## src/rtl/sr_pkg.sv

```systemverilog
package sr_pkg;
  typedef enum logic {
    REL_OPEN = 1'b0,
    REL_HOLD = 1'b1
  } rel_state_e;

  function automatic int cnt_width(input int limit);
    return (limit < 2) ? 1 : $clog2(limit + 1);
  endfunction
endpackage

```

## src/rtl/sr_sync.sv

```systemverilog
module sr_sync #(
  parameter int WIDTH = 1,
  parameter int STAGES = 2,
  parameter logic [WIDTH-1:0] RST_VAL = '0
) (
  input  logic             clk,
  input  logic             rst,
  input  logic [WIDTH-1:0] d_i,
  output logic [WIDTH-1:0] q_o
);
  logic [WIDTH-1:0] stage_q [STAGES];

  for (genvar s = 0; s < STAGES; s++) begin : g_stage
    always_ff @(posedge clk) begin
      if (rst) begin
        stage_q[s] <= RST_VAL;
      end else if (s == 0) begin
        stage_q[s] <= d_i;
      end else begin
        stage_q[s] <= stage_q[(s == 0) ? 0 : s-1];
      end
    end
  end

  assign q_o = stage_q[STAGES-1];
endmodule

```

## src/rtl/sr_edge_filter.sv

```systemverilog
module sr_edge_filter #(
  parameter int FILT_CYCLES = 2
) (
  input  logic clk,
  input  logic rst,
  input  logic lvl_i,
  output logic kick_o
);
  localparam int CW = sr_pkg::cnt_width(FILT_CYCLES);

  logic          stable_q;
  logic [CW-1:0] run_q;

  always_ff @(posedge clk) begin
    if (rst) begin
      stable_q <= 1'b0;
      run_q    <= '0;
      kick_o   <= 1'b0;
    end else begin
      kick_o <= 1'b0;
      if (lvl_i == stable_q) begin
        run_q <= '0;
      end else if (run_q == CW'(FILT_CYCLES - 1)) begin
        stable_q <= lvl_i;
        run_q    <= '0;
        kick_o   <= 1'b1;
      end else begin
        run_q <= run_q + 1'b1;
      end
    end
  end
endmodule

```

## src/rtl/sr_watchdog.sv

```systemverilog
module sr_watchdog #(
  parameter int WDT_CYCLES = 100,
  localparam int WW = sr_pkg::cnt_width(WDT_CYCLES)
) (
  input  logic          clk,
  input  logic          rst,
  input  logic          hold_i,
  input  logic          kick_i,
  output logic          fire_o,
  output logic [WW-1:0] cnt_o
);
  logic [WW-1:0] cnt_q;

  always_ff @(posedge clk) begin
    if (rst || hold_i || kick_i) begin
      cnt_q <= '0;
    end else if (cnt_q != WW'(WDT_CYCLES - 1)) begin
      cnt_q <= cnt_q + 1'b1;
    end
  end

  assign fire_o = !hold_i && !kick_i && (cnt_q == WW'(WDT_CYCLES - 1));
  assign cnt_o  = cnt_q;
endmodule

```

## src/rtl/sr_release.sv

```systemverilog
module sr_release #(
  parameter int REL_CYCLES = 40
) (
  input  logic clk,
  input  logic rst,
  input  logic cause_i,
  output logic hold_o
);
  import sr_pkg::*;
  localparam int RW = cnt_width(REL_CYCLES);

  rel_state_e    state_q;
  logic [RW-1:0] tmr_q;

  always_ff @(posedge clk) begin
    if (rst) begin
      state_q <= REL_HOLD;
      tmr_q   <= '0;
    end else if (cause_i) begin
      state_q <= REL_HOLD;
      tmr_q   <= '0;
    end else if (state_q == REL_HOLD) begin
      if (tmr_q == RW'(REL_CYCLES - 1)) begin
        state_q <= REL_OPEN;
        tmr_q   <= '0;
      end else begin
        tmr_q <= tmr_q + 1'b1;
      end
    end
  end

  assign hold_o = (state_q == REL_HOLD);
endmodule

```

## src/rtl/sup_reset_ctrl.sv

```systemverilog
module sup_reset_ctrl #(
  parameter int REL_CYCLES  = 6554,
  parameter int WDT_CYCLES  = 52429,
  parameter int FILT_CYCLES = 2,
  parameter int SYNC_STAGES = 2,
  parameter bit HAS_POS_OUT = 1'b1
) (
  input  logic clk,
  input  logic rst,
  input  logic sup_low_i,
  input  logic man_rst_n_i,
  input  logic wdt_strobe_i,
  output logic rst_n_o,
  output logic rst_p_o
);
  localparam int WW = sr_pkg::cnt_width(WDT_CYCLES);

  logic [2:0]    sync_q;
  logic          sup_low_s;
  logic          man_n_s;
  logic          strobe_s;
  logic          kick;
  logic          wdt_fire;
  logic [WW-1:0] wdt_cnt;
  logic          hold;
  logic          cause;

  sr_sync #(
    .WIDTH  (3),
    .STAGES (SYNC_STAGES),
    .RST_VAL(3'b010)
  ) i_sync (
    .clk(clk),
    .rst(rst),
    .d_i({wdt_strobe_i, man_rst_n_i, sup_low_i}),
    .q_o(sync_q)
  );

  assign sup_low_s = sync_q[0];
  assign man_n_s   = sync_q[1];
  assign strobe_s  = sync_q[2];

  sr_edge_filter #(.FILT_CYCLES(FILT_CYCLES)) i_filt (
    .clk   (clk),
    .rst   (rst),
    .lvl_i (strobe_s),
    .kick_o(kick)
  );

  sr_watchdog #(.WDT_CYCLES(WDT_CYCLES)) i_wdt (
    .clk   (clk),
    .rst   (rst),
    .hold_i(hold),
    .kick_i(kick),
    .fire_o(wdt_fire),
    .cnt_o (wdt_cnt)
  );

  assign cause = sup_low_s | ~man_n_s | wdt_fire;

  sr_release #(.REL_CYCLES(REL_CYCLES)) i_rel (
    .clk    (clk),
    .rst    (rst),
    .cause_i(cause),
    .hold_o (hold)
  );

  assign rst_n_o = ~hold;

  if (HAS_POS_OUT) begin : g_pos
    assign rst_p_o = hold;
  end else begin : g_nopos
    assign rst_p_o = 1'b0;
  end
endmodule

```

## config.mk

```make
export PLATFORM = sky130hd
export DESIGN_NAME = sup_reset_ctrl
export DESIGN_NICKNAME = d
export VERILOG_FILES = /design/src/rtl/sr_pkg.sv /design/src/rtl/sr_sync.sv /design/src/rtl/sr_edge_filter.sv /design/src/rtl/sr_watchdog.sv /design/src/rtl/sr_release.sv /design/src/rtl/sup_reset_ctrl.sv
export SDC_FILE = /design/constraint.sdc
export NUM_CORES = 1
export LEC_CHECK = 0
export CORE_UTILIZATION = 60
export DETAILED_ROUTE_END_ITERATION = 12
export DONT_BUFFER_PORTS = 1
export GPL_ROUTABILITY_DRIVEN = 0
export PLACE_DENSITY = 0.87
export SETUP_SLACK_MARGIN = 0.4
export SYNTH_ARGS = -nofsm -noshare
export SYNTH_HDL_FRONTEND = slang
export SYNTH_SLANG_ARGS = --single-unit
export TNS_END_PERCENT = 30
```

## constraint.sdc

```tcl
create_clock -name clk -period 2.11 [get_ports clk]
set_input_delay 0.5275 -clock clk [delete_from_list [all_inputs] [get_ports clk]]
set_output_delay 0.5275 -clock clk [all_outputs]
set_load 0.005 [all_outputs]
```

==> results of run 1 <==
==> sequential cells by signal, indices dropped and copies added (netlist names) <==
signal,count
i_filt.run_q,2
i_sync.stage_q,6
i_rel.tmr_q,13
i_filt.kick_o,1
i_rel.hold_o,1
i_wdt.cnt_o,16
i_filt.stable_q,1
==> stage by stage <==
step                      total power (uW)  hold slack, ns  std cells  cell area, um2  util (%)
after global placement                 815           0.393        223            1780      64.1
after floorplan                        814           0.389        196            1770         -
final                                 1320           0.219        232            1890      67.9
after detailed placement               818           0.399        223            1780      64.1
after CTS                             1330           0.212        231            1880      67.6
after global routing                  1370           0.184        232            1890      67.9
==> power groups by stage <==
stage	Sequential (uW)	Clock, uW	Combinational (uW)
after CTS	773	521	31.9
final	773	512	32.3
after floorplan	787	0	26.6
after global placement	788	0	26.7
after global routing	774	556	36.4
after detailed placement	789	0	29.1
==> cell type report <==
type	instances	area [um2]	area share (%)
inverters	9	33.8	1.79
flip-flops and latches	40	803	42.5
multi-input cells	142	913	48.3
clock buffers	5	37.5	1.99
well taps	31	38.8	2.05
repair buffers	2	15.0	0.795
clock inverters	3	47.5	2.52
==> logic make-up (layout without fill, tap and decap cells) <==
| logic type | Yosys count | in the layout |
|---|---|---|
| simple gates | 100 | 100 |
| flops | 40 | 40 |
| xor+xnor | 22 | 22 |
| buf+inv | 14 | 19 |
| compound gates | 13 | 13 |
| fa+ha+maj | 5 | 5 |
| mux | 2 | 2 |
==> cell usage in the layout (no fill, tap or decap) <==
cell type  instances
a21o_1             1
a21o_4             1
a21oi_1            6
a31oi_1            1
and2_1             1
and3_1             1
and4_1             1
buf_4              2
bufinv_16          1
clkbuf_4           5
clkinv_4           2
dfxtp_1           38
dfxtp_2            2
ha_1               5
inv_1              9
mux2i_1            2
nand2_1           12
nand2b_1           1
nand3_1            8
nand3b_1           1
nand4_1           10
nand4b_1           2
nand4bb_1          1
nor2_1            25
nor2_8             1
nor2b_1            5
nor3_1            13
nor4_1             6
nor4_4             1
o211ai_1           1
o21ai_0            3
or2_2              2
or3_1              6
or4_1              2
or4_4              1
xnor2_1           15
xor2_1             7
==> cells in the mapped netlist, drive strengths merged <==
library cell,instances,area share [%]
a31oi,1,0.35
nand4,10,3.5
mux2i,2,1.1
and3,1,0.35
nand2,12,2.5
o211ai,1,0.42
nand3b,1,0.42
inv,9,1.9
nor2b,5,1.8
xnor2,15,7.4
or4,3,1.3
and4,1,0.49
and2,1,0.35
a21oi,6,1.7
nor4,7,3.3
buf,3,1.6
nor2,26,6.4
nand3,8,2.3
ha,5,3.5
xor2,7,3.5
nand4b,2,0.99
nand2b,1,0.35
a21o,2,0.92
nand4bb,1,0.64
clkbuf,2,0.42
or2,2,0.71
nor3,13,3.7
or3,6,2.1
dfxtp,40,45
o21ai,3,0.85
==> critical path: cells and delay by family, from the launching register on <==
family	cells	cell delay (ns)
and+or+nand+nor	4	1.23
DFF	1	0.36
==> worst paths after layout <==
check	start	endpoint	slack [ns]
worst max-delay path	i_rel.tmr_q[5]	i_rel.tmr_q[12]	0.40
worst min-delay path	rst	i_sync.stage_q[1][2]	0.22
worst max register to register	i_rel.tmr_q[5]	i_rel.tmr_q[12]	0.40
worst min register to register	i_sync.stage_q[0][1]	i_sync.stage_q[1][1]	0.43
==> per-layer routing <==
metal  wire length, um  up-vias
met5                 0        -
met4               114        0
met3               172       18
met2              1740       52
met1              1420      673
li1                  -      683
==> timing repair <==
action / 4_1_cts / 5_1_grt
endpoints found under the hold margin: 0 / 0
hold buffers: 0 / 0
buffers inserted: 0 / 1
resized for setup: 2 / 2
pin swaps: 0 / 1
endpoints found under the setup margin: 18 / 20
==> flow_summary.yaml, run 1 <==
placement:
  hpwl_um: 2340
  dp_slack_ns: 0.275
  io_buffers: 0
clock_network:
  clockBufferDepth: 2
  cts_tree: "done"
  clk_latency_ns: 0.36
  cts.sinks: 40
  ctsHtreeMaxLevel: 2
  cts_made_buffers: 5
  root_buffer: "clkbuf_4"
  clk_pin_slew_ns: 0.13
routing:
  dr.pass1.iters: 4
  wl_per_cell_um: 14.9
  ant_nets: 0
  totalWireLength_um: 3450
  drc: 0
  drt_iter0_drc: 72
  vias_per_cell: 6.15
  vias: 1426
setup_path:
  slowest_stage: "or4_1"
  crit_arrival_ns: 1.96
  critPathRequiredTime_ns: 2.36
  worstSetupPathType: "flip-flop to flip-flop"
  worst_setup_path_end_kind: "flip-flop"
  cp-start-kind: "flip-flop"
  worstRegToRegCells: 4
  worstPathCellList: "or4_1 > or4_4 > nor2_8 > nor3_1"
  cp_max_fo: 7
  max_stage_delay_ns: 0.51
grt:
  grt_start_max_net_pins: 17
  antenna_found_initial: 0
  grt_pass1_wl_um: 5930
  grt_pass1_vias: 1399
  grt.total_usage_pct: 24.2
  grt_use_met1_pct: 26.4
  use_met3_pct: 7.14
  use_met2_pct: 43.0
  top_usage_layer: "met2"
  grt.overflow.total: 0
power:
  combPwrFrac_pct: 2.5
  power_leakage_uw: 0.000595
  ir_drop_v: 0.000598
  internal_power_uw: 1030
  p_sw_uw: 284
  switching_share_pct: 21.6
  pwr-share-seq_pct: 58.7
  power.density_nw_per_um2: 697
  p_clk_share_pct: 38.9
sta:
  hold_violations: 0
  min_period_ns: 1.71
  rsz0062_at_grt: "yes"
  fin_skew_ns: 0.0128
  slew_headroom_pct: 65.0
  worst_slack_ns: 0.398
  slew_viol_final: 0
  tns_ns: 0
  min_period_over_period_pct: 81.2
  fmax_mhz: 584
  setup_violations: 0
  worst_pin_slew_ns: 0.524
job:
  max_cap_viol_count: 0
die:
  rows: 19
  die-area_um2: 3180
  core_um2: 2780
  io_pins: 7
  start_util_pct: 63.7
  fp.dieW_um: 56.4
  die_height_um: 56.4
finish:
  area_growth_pct: 6.56
  drive_gt1_share_pct: 8.96
  n_fill_cell: 203
  nets: 210
  antennaDiodeCount: 0
synthesis:
  synth_fp_nets: 206
  ys_seq_area_share_pct: 45.2
  synth-seq-cells: 40
  synth_xor_area_share_pct: 10.9
  synth_area_um2: 1770
  muxShareOfSynthArea_pct: 1.13
  syn_inst: 196
  syn_area_per_cell_um2: 9.05
  synth_cell_types: 34
  synth_compound_gate_area_share_pct: 4.23
  synth_warnings: 0
  synth_top_family_by_area: "simple AND/OR/NAND/NOR gates"
  synthAdderAreaFrac_pct: 3.53
  synth-simple-area-share_pct: 31.2
outcome:
  status: "complete, no violations"
worst_hold_path:
  hold_path_class: "primary input to flip-flop"
  holdPathStages: 1
No activity file was read; power rests on OpenSTA's default activity.
==> run 2, diff against run 1 <==
--- a/config.mk
+++ b/config.mk
@@ -5,6 +5,7 @@
 export SDC_FILE = /design/constraint.sdc
 export NUM_CORES = 1
 export LEC_CHECK = 0
+export ABC_AREA = 1
 export CORE_UTILIZATION = 60
 export DETAILED_ROUTE_END_ITERATION = 12
 export DONT_BUFFER_PORTS = 1
==> constraint.sdc (replaced) <==
create_clock -name clk -period 1.7 [get_ports clk]
set_input_delay 0.425 -clock clk [delete_from_list [all_inputs] [get_ports clk]]
set_output_delay 0.425 -clock clk [all_outputs]
set_load 0.005 [all_outputs]
==> flow_summary.yaml, run 2 <==
outcome:
  status: "complete, no violations"
worst_hold_path:
  hold_path_class: "primary input to flip-flop"
sta:
  fin_skew_ns: 0.0180
  hold_violations: 0
  slew_viol_final: 0
  worst_pin_slew_ns: 0.383
  rsz0062_at_grt: "yes"
  setup_violations: 0
  min_period_over_period_pct: 77.9
  min_period_ns: 1.32
  slew_headroom_pct: 74.4
  worst_slack_ns: 0.375
  tns_ns: 0
  fmax_mhz: 755
synthesis:
  synth.largest_area_cell: "dfxtp_1"
  synth_fp_nets: 296
  synth.top_cell.area_share_pct: 38.9
  synth-seq-cells: 40
  synth.most_common_cell: "nand2_1"
  syn_area_per_cell_um2: 7.21
  syn_inst: 286
  synth_warnings: 0
  async_flop_share_pct: 0
  synth_area_um2: 2060
  netlist_top_cells_count: "53 x nand2_1, 42 x nor2_1, 40 x dfxtp_1, 40 x inv_1, 26 x nand3_1"
  synthFlopType: "dfxtp_1"
  ys_seq_area_share_pct: 38.9
  synth_cell_types: 29
  synthTopCellsByArea: "dfxtp_1 39%, nand2_1 9.7%, nor2_1 7.7%"
  synth-edff-count: 0
placement:
  io_buffers: 0
  hpwl_um: 2830
  dpl_cell_area_um2: 2110
  dp_slack_ns: 0.318
setup_path:
  cp_max_fo: 6
  critPathRequiredTime_ns: 1.27
  worst_setup_path_end_kind: "output port"
  crit_arrival_ns: 0.90
  cp-start-kind: "flip-flop"
  worstSetupPathType: "flip-flop to output port"
routing:
  wl_per_cell_um: 13.5
  dr.pass1.iters: 7
  drc: 0
  totalWireLength_um: 4660
  vias: 1912
  vias_per_cell: 5.53
  drt_iter0_drc: 129
  ant_nets: 0
grt:
  grt.overflow.total: 0
  grt_pass1_wl_um: 7050
  grt.total_usage_pct: 26.6
  grt_start_max_net_pins: 15
  antenna_found_initial: 0
  grt_pass1_vias: 1673
clock_network:
  cts.sinks: 40
  cts_made_buffers: 5
  root_buffer: "clkbuf_4"
  clockBufferDepth: 2
  clk_pin_slew_ns: 0.12
  holdBufCountCts: 0
  cts_tree: "done"
  ctsHtreeMaxLevel: 2
  clk_latency_ns: 0.37
die:
  core_um2: 3150
  fp.dieW_um: 60.6
  die-area_um2: 3670
  die_height_um: 60.6
  rows: 20
  io_pins: 7
  start_util_pct: 65.4
finish:
  nets: 311
  largest_reg_flops: 16
  final_common_cell: "nand2_1"
  multi_input_area_um2: 1200
  finish.instance_area_um2: 2400
  seqCellArea_um2: 828
  area_growth_pct: 16.6
  antennaDiodeCount: 0
  n_fill_cell: 214
  drive_gt1_share_pct: 25.8
  layout_common_cells: "50 x nand2_1, 37 x nor2_1, 34 x inv_1"
power:
  power.density_nw_per_um2: 630
  power_uw: 1510
  p_clk_share_pct: 33.0
  p_sw_uw: 381
  switching_share_pct: 25.1
  combPwrFrac_pct: 3.3
  power_leakage_uw: 0.000946
  ir_drop_v: 0.000658
  internal_power_uw: 1130
  pwr-share-seq_pct: 63.7
job:
  max_cap_viol_count: 0
==> run 2: cell count changes in the layout (fill, tap and decap cells not counted), moves of 11 or more <==
cell     before  now
xnor2_1      15    2
inv_1         9   34
nand3_1       8   26
nand2_1      12   50
dfxtp_1      38   26
nor2_1       25   37
a21oi_1       6   17
==> run 2: power by group through the flow <==
stage | clock network, uW | registers (uW) | logic (uW)
final | 500 | 964 | 49.7
after global routing | 544 | 966 | 58.0
after CTS | 514 | 964 | 46.0
after detailed placement | 0 | 985 | 42.8
after global placement | 0 | 983 | 41.9
after floorplan | 0 | 982 | 39.0
==> run 2: timing repair <==
item                       in CTS  in global routing
gates resized for setup        19                 39
pin swaps                       5                  8
setup buffers                   7                  2
setup endpoints to repair      18                 30
==> run 2: cells by family after synthesis <==
logic type	count (synthesis)	synth area share, %
and+or+nand+nor	163	39.6
buffers and inverters	44	8.32
DFF	40	38.9
AOI/OAI and AO/OA	24	5.95
xor gates and xnor gates	10	4.25
adders and majority gates	5	3.04
==> run 2: area by class of cell <==
cell class | count | area share, %
Clock buffer | 5 | 1.56
Clock inverter | 3 | 0.990
Inverter | 41 | 6.72
Timing Repair Buffer | 11 | 3.91
Tap cell | 44 | 2.29
Multi-Input combinational cell | 202 | 50.1
Sequential cell | 40 | 34.5
==> run 2: routing by layer <==
metal	track usage (%)	part of all wire, %	vias up
met2	43.5	49	79
li1	-	-	941
met4	12.3	3.5	0
met1	32.0	40	871
met5	0	0	-
met3	8.32	7.9	21
==> run 2: path summary, 6_finish.rpt <==
path | cells past startpoint | end | slack, ns | from
hold reg to reg | 2 | i_sync.stage_q[1][0] | 0.41 | i_sync.stage_q[0][0]
hold / removal | 1 | i_sync.stage_q[1][2] | 0.12 | rst
setup reg to reg | 7 | i_rel.tmr_q[5] | 0.39 | i_wdt.cnt_o[1]
setup / recovery | 2 | rst_n_o | 0.38 | i_rel.hold_o
==> run 2: worst max-delay path, cell delays in order (launching register included) <==
cell and delay [ns]:
dfxtp_2 0.35, buf_8 0.13, inv_8 0.06
==> run 2: through the flow <==
stage,instances,util (%),hold WS (ns)
floorplan,286,-,0.388
detailed placement,329,67.0,0.393
global placement,329,67.0,0.389
finish,346,76.2,0.117
global route,346,76.2,0.0924
CTS,344,72.7,0.104
==> run 3, diff against run 2 <==
--- a/config.mk
+++ b/config.mk
@@ -6,11 +6,11 @@
 export NUM_CORES = 1
 export LEC_CHECK = 0
 export ABC_AREA = 1
-export CORE_UTILIZATION = 60
+export CORE_UTILIZATION = 56
 export DETAILED_ROUTE_END_ITERATION = 12
 export DONT_BUFFER_PORTS = 1
 export GPL_ROUTABILITY_DRIVEN = 0
-export PLACE_DENSITY = 0.87
+export PLACE_DENSITY = 0.85
 export SETUP_SLACK_MARGIN = 0.4
 export SYNTH_ARGS = -nofsm -noshare
 export SYNTH_HDL_FRONTEND = slang
==> constraint.sdc (replaced) <==
create_clock -name clk -period 1.2 [get_ports clk]
set_input_delay 0.3 -clock clk [delete_from_list [all_inputs] [get_ports clk]]
set_output_delay 0.3 -clock clk [all_outputs]
set_load 0.005 [all_outputs]
==> flow_summary.yaml, run 3 (same netlist as run 2, synthesis figures left out) <==
routing:
  totalWireLength_um: 5260
  drc: 0
  vias_per_cell: 5.41
  ant_nets: 0
  vias: 2003
  wl_per_cell_um: 14.2
  drt_iter0_drc: 149
  dr.pass1.iters: 5
sta:
  slew_headroom_pct: 70.2
  min_period_over_period_pct: 109
  rsz0062_at_grt: "yes"
  worst_pin_slew_ns: 0.447
  fin_skew_ns: 0.00929
  worst_slack_ns: -0.108
  slew_viol_final: 0
  min_period_ns: 1.31
  setup_violations: 21
  fmax_mhz: 765
  hold_violations: 0
  tns_ns: -1.29
finish:
  drive_gt1_share_pct: 39.2
  largest_reg_flops: 16
  post-route-util_pct: 79.0
  antennaDiodeCount: 0
  fin_cells: 370
  area_growth_pct: 31.9
  nets: 333
  final_common_cell: "nand2_1"
  layout_common_cells: "47 x nand2_1, 31 x buf_4, 30 x inv_1, 30 x nor2_1, 25 x dfxtp_1"
  finish.instance_area_um2: 2720
power:
  power_uw: 2530
  ir_drop_v: 0.00112
  power.density_nw_per_um2: 932
  power_leakage_uw: 0.00110
grt:
  grt_pass1_vias: 1936
  grt_pass1_wl_um: 8710
  grt.total_usage_pct: 28.5
  antenna_found_initial: 0
  grt_start_max_net_pins: 15
  grt.overflow.total: 0
setup_path:
  slowest_stage: "dfxtp_1"
  worstPathCellList: "inv_1 > nand2_1 > nor2_1 > nand4_1 > nand3_4 > nor2_1"
  cp_max_fo: 6
  rrSetupSlack_ns: -0.11
  timing.rr.end: "i_rel.tmr_q[2]"
  cp_common_cell: "nor2_1"
  worst_setup_path_end_kind: "flip-flop"
  max_stage_delay_ns: 0.35
  reg2reg_from: "i_rel.tmr_q[5]"
  crit_arrival_ns: 1.51
  critPathRequiredTime_ns: 1.40
  worstRegToRegCells: 6
  worstSetupPathType: "flip-flop to flip-flop"
  cp-start-kind: "flip-flop"
outcome:
  violations: "negative setup slack"
  status: "finished, violations left"
clock_network:
  clk_latency_ns: 0.30
  clk_pin_slew_ns: 0.09
  cts.sinks: 40
  ctsHtreeMaxLevel: 2
  cts_made_buffers: 5
  holdBufCountCts: 0
  root_buffer: "clkbuf_8"
  cts_tree: "done"
  clockBufferDepth: 2
worst_hold_path:
  whs_endpoint: "i_sync.stage_q[1][2]"
  holdPathStages: 1
  min_from: "rst"
  hold_path_class: "primary input to flip-flop"
placement:
  dpl_cell_area_um2: 2360
  dp_cells: 358
  hpwl_um: 3240
  io_buffers: 0
die:
  start_util_pct: 59.9
  rows: 21
  io_pins: 7
  die-area_um2: 3930
  core_um2: 3440
  die_height_um: 62.7
  fp.dieW_um: 62.7
job:
  max_cap_viol_count: 0
run 3: area by class of cell:
type                       instances  area, um2
inverter                          41        164
tap                               46       57.6
clock buffer                       6       93.8
sequential                        40        830
fill                             212        724
clock inverter                     2       16.3
multi-input combinational        202       1300
timing repair buffer              33        255
run 3: worst max path at each step:
stage                    from         endpoint  cells after the start
5_1_grt        i_rel.tmr_q[1]   i_rel.tmr_q[7]                      6
2_1_floorplan  i_wdt.cnt_o[1]  i_rel.tmr_q[11]                      7
6_report       i_rel.tmr_q[5]   i_rel.tmr_q[2]                      6
3_5_place_dp   i_wdt.cnt_o[0]  i_rel.tmr_q[12]                      7
3_3_place_gp   i_rel.tmr_q[0]   i_rel.tmr_q[8]                      7
4_1_cts        i_wdt.cnt_o[0]   i_wdt.cnt_o[1]                      8
run 3: power breakdown:
group	leakage (uW)	switching (uW)	internal, uW
Sequential	0.000331	21.1	1340
Clock	0.0000530	523	543
Combinational	0.000716	52.2	51.0
run 3: through the flow:
| stage | hold WS (ns) | setup WS, ns |
|---|---|---|
| after CTS | 0.0396 | -0.0617 |
| after floorplan | 0.388 | 0.0172 |
| after global routing | 0.0367 | -0.170 |
| after detailed placement | 0.374 | -0.0779 |
| final | 0.0489 | -0.108 |
| after global placement | 0.373 | -0.0447 |
run 3: worst max-delay path: cells and delay by family (launching register included):
family                 cells  cell delay, ns
buffers and inverters      1            0.13
AND/OR/NAND/NOR            5            0.71
flip-flops                 1            0.35
run 3: repair_timing:
item / in CTS / in global routing
endpoints found under the hold margin: 0 / 0
setup buffers: 4 / 0
pin swaps: 30 / 13
resized for setup: 50 / 24
endpoints found under the setup margin: 36 / 36
run 3: layer usage:
layer / vias to the layer above / global-route usage (%) / routed length (um)
met5: - / 0 / 0
met4: 0 / 14.8 / 183
met3: 17 / 7.30 / 288
met2: 58 / 47.7 / 2600
met1: 942 / 33.3 / 2190
li1: 986 / - / -
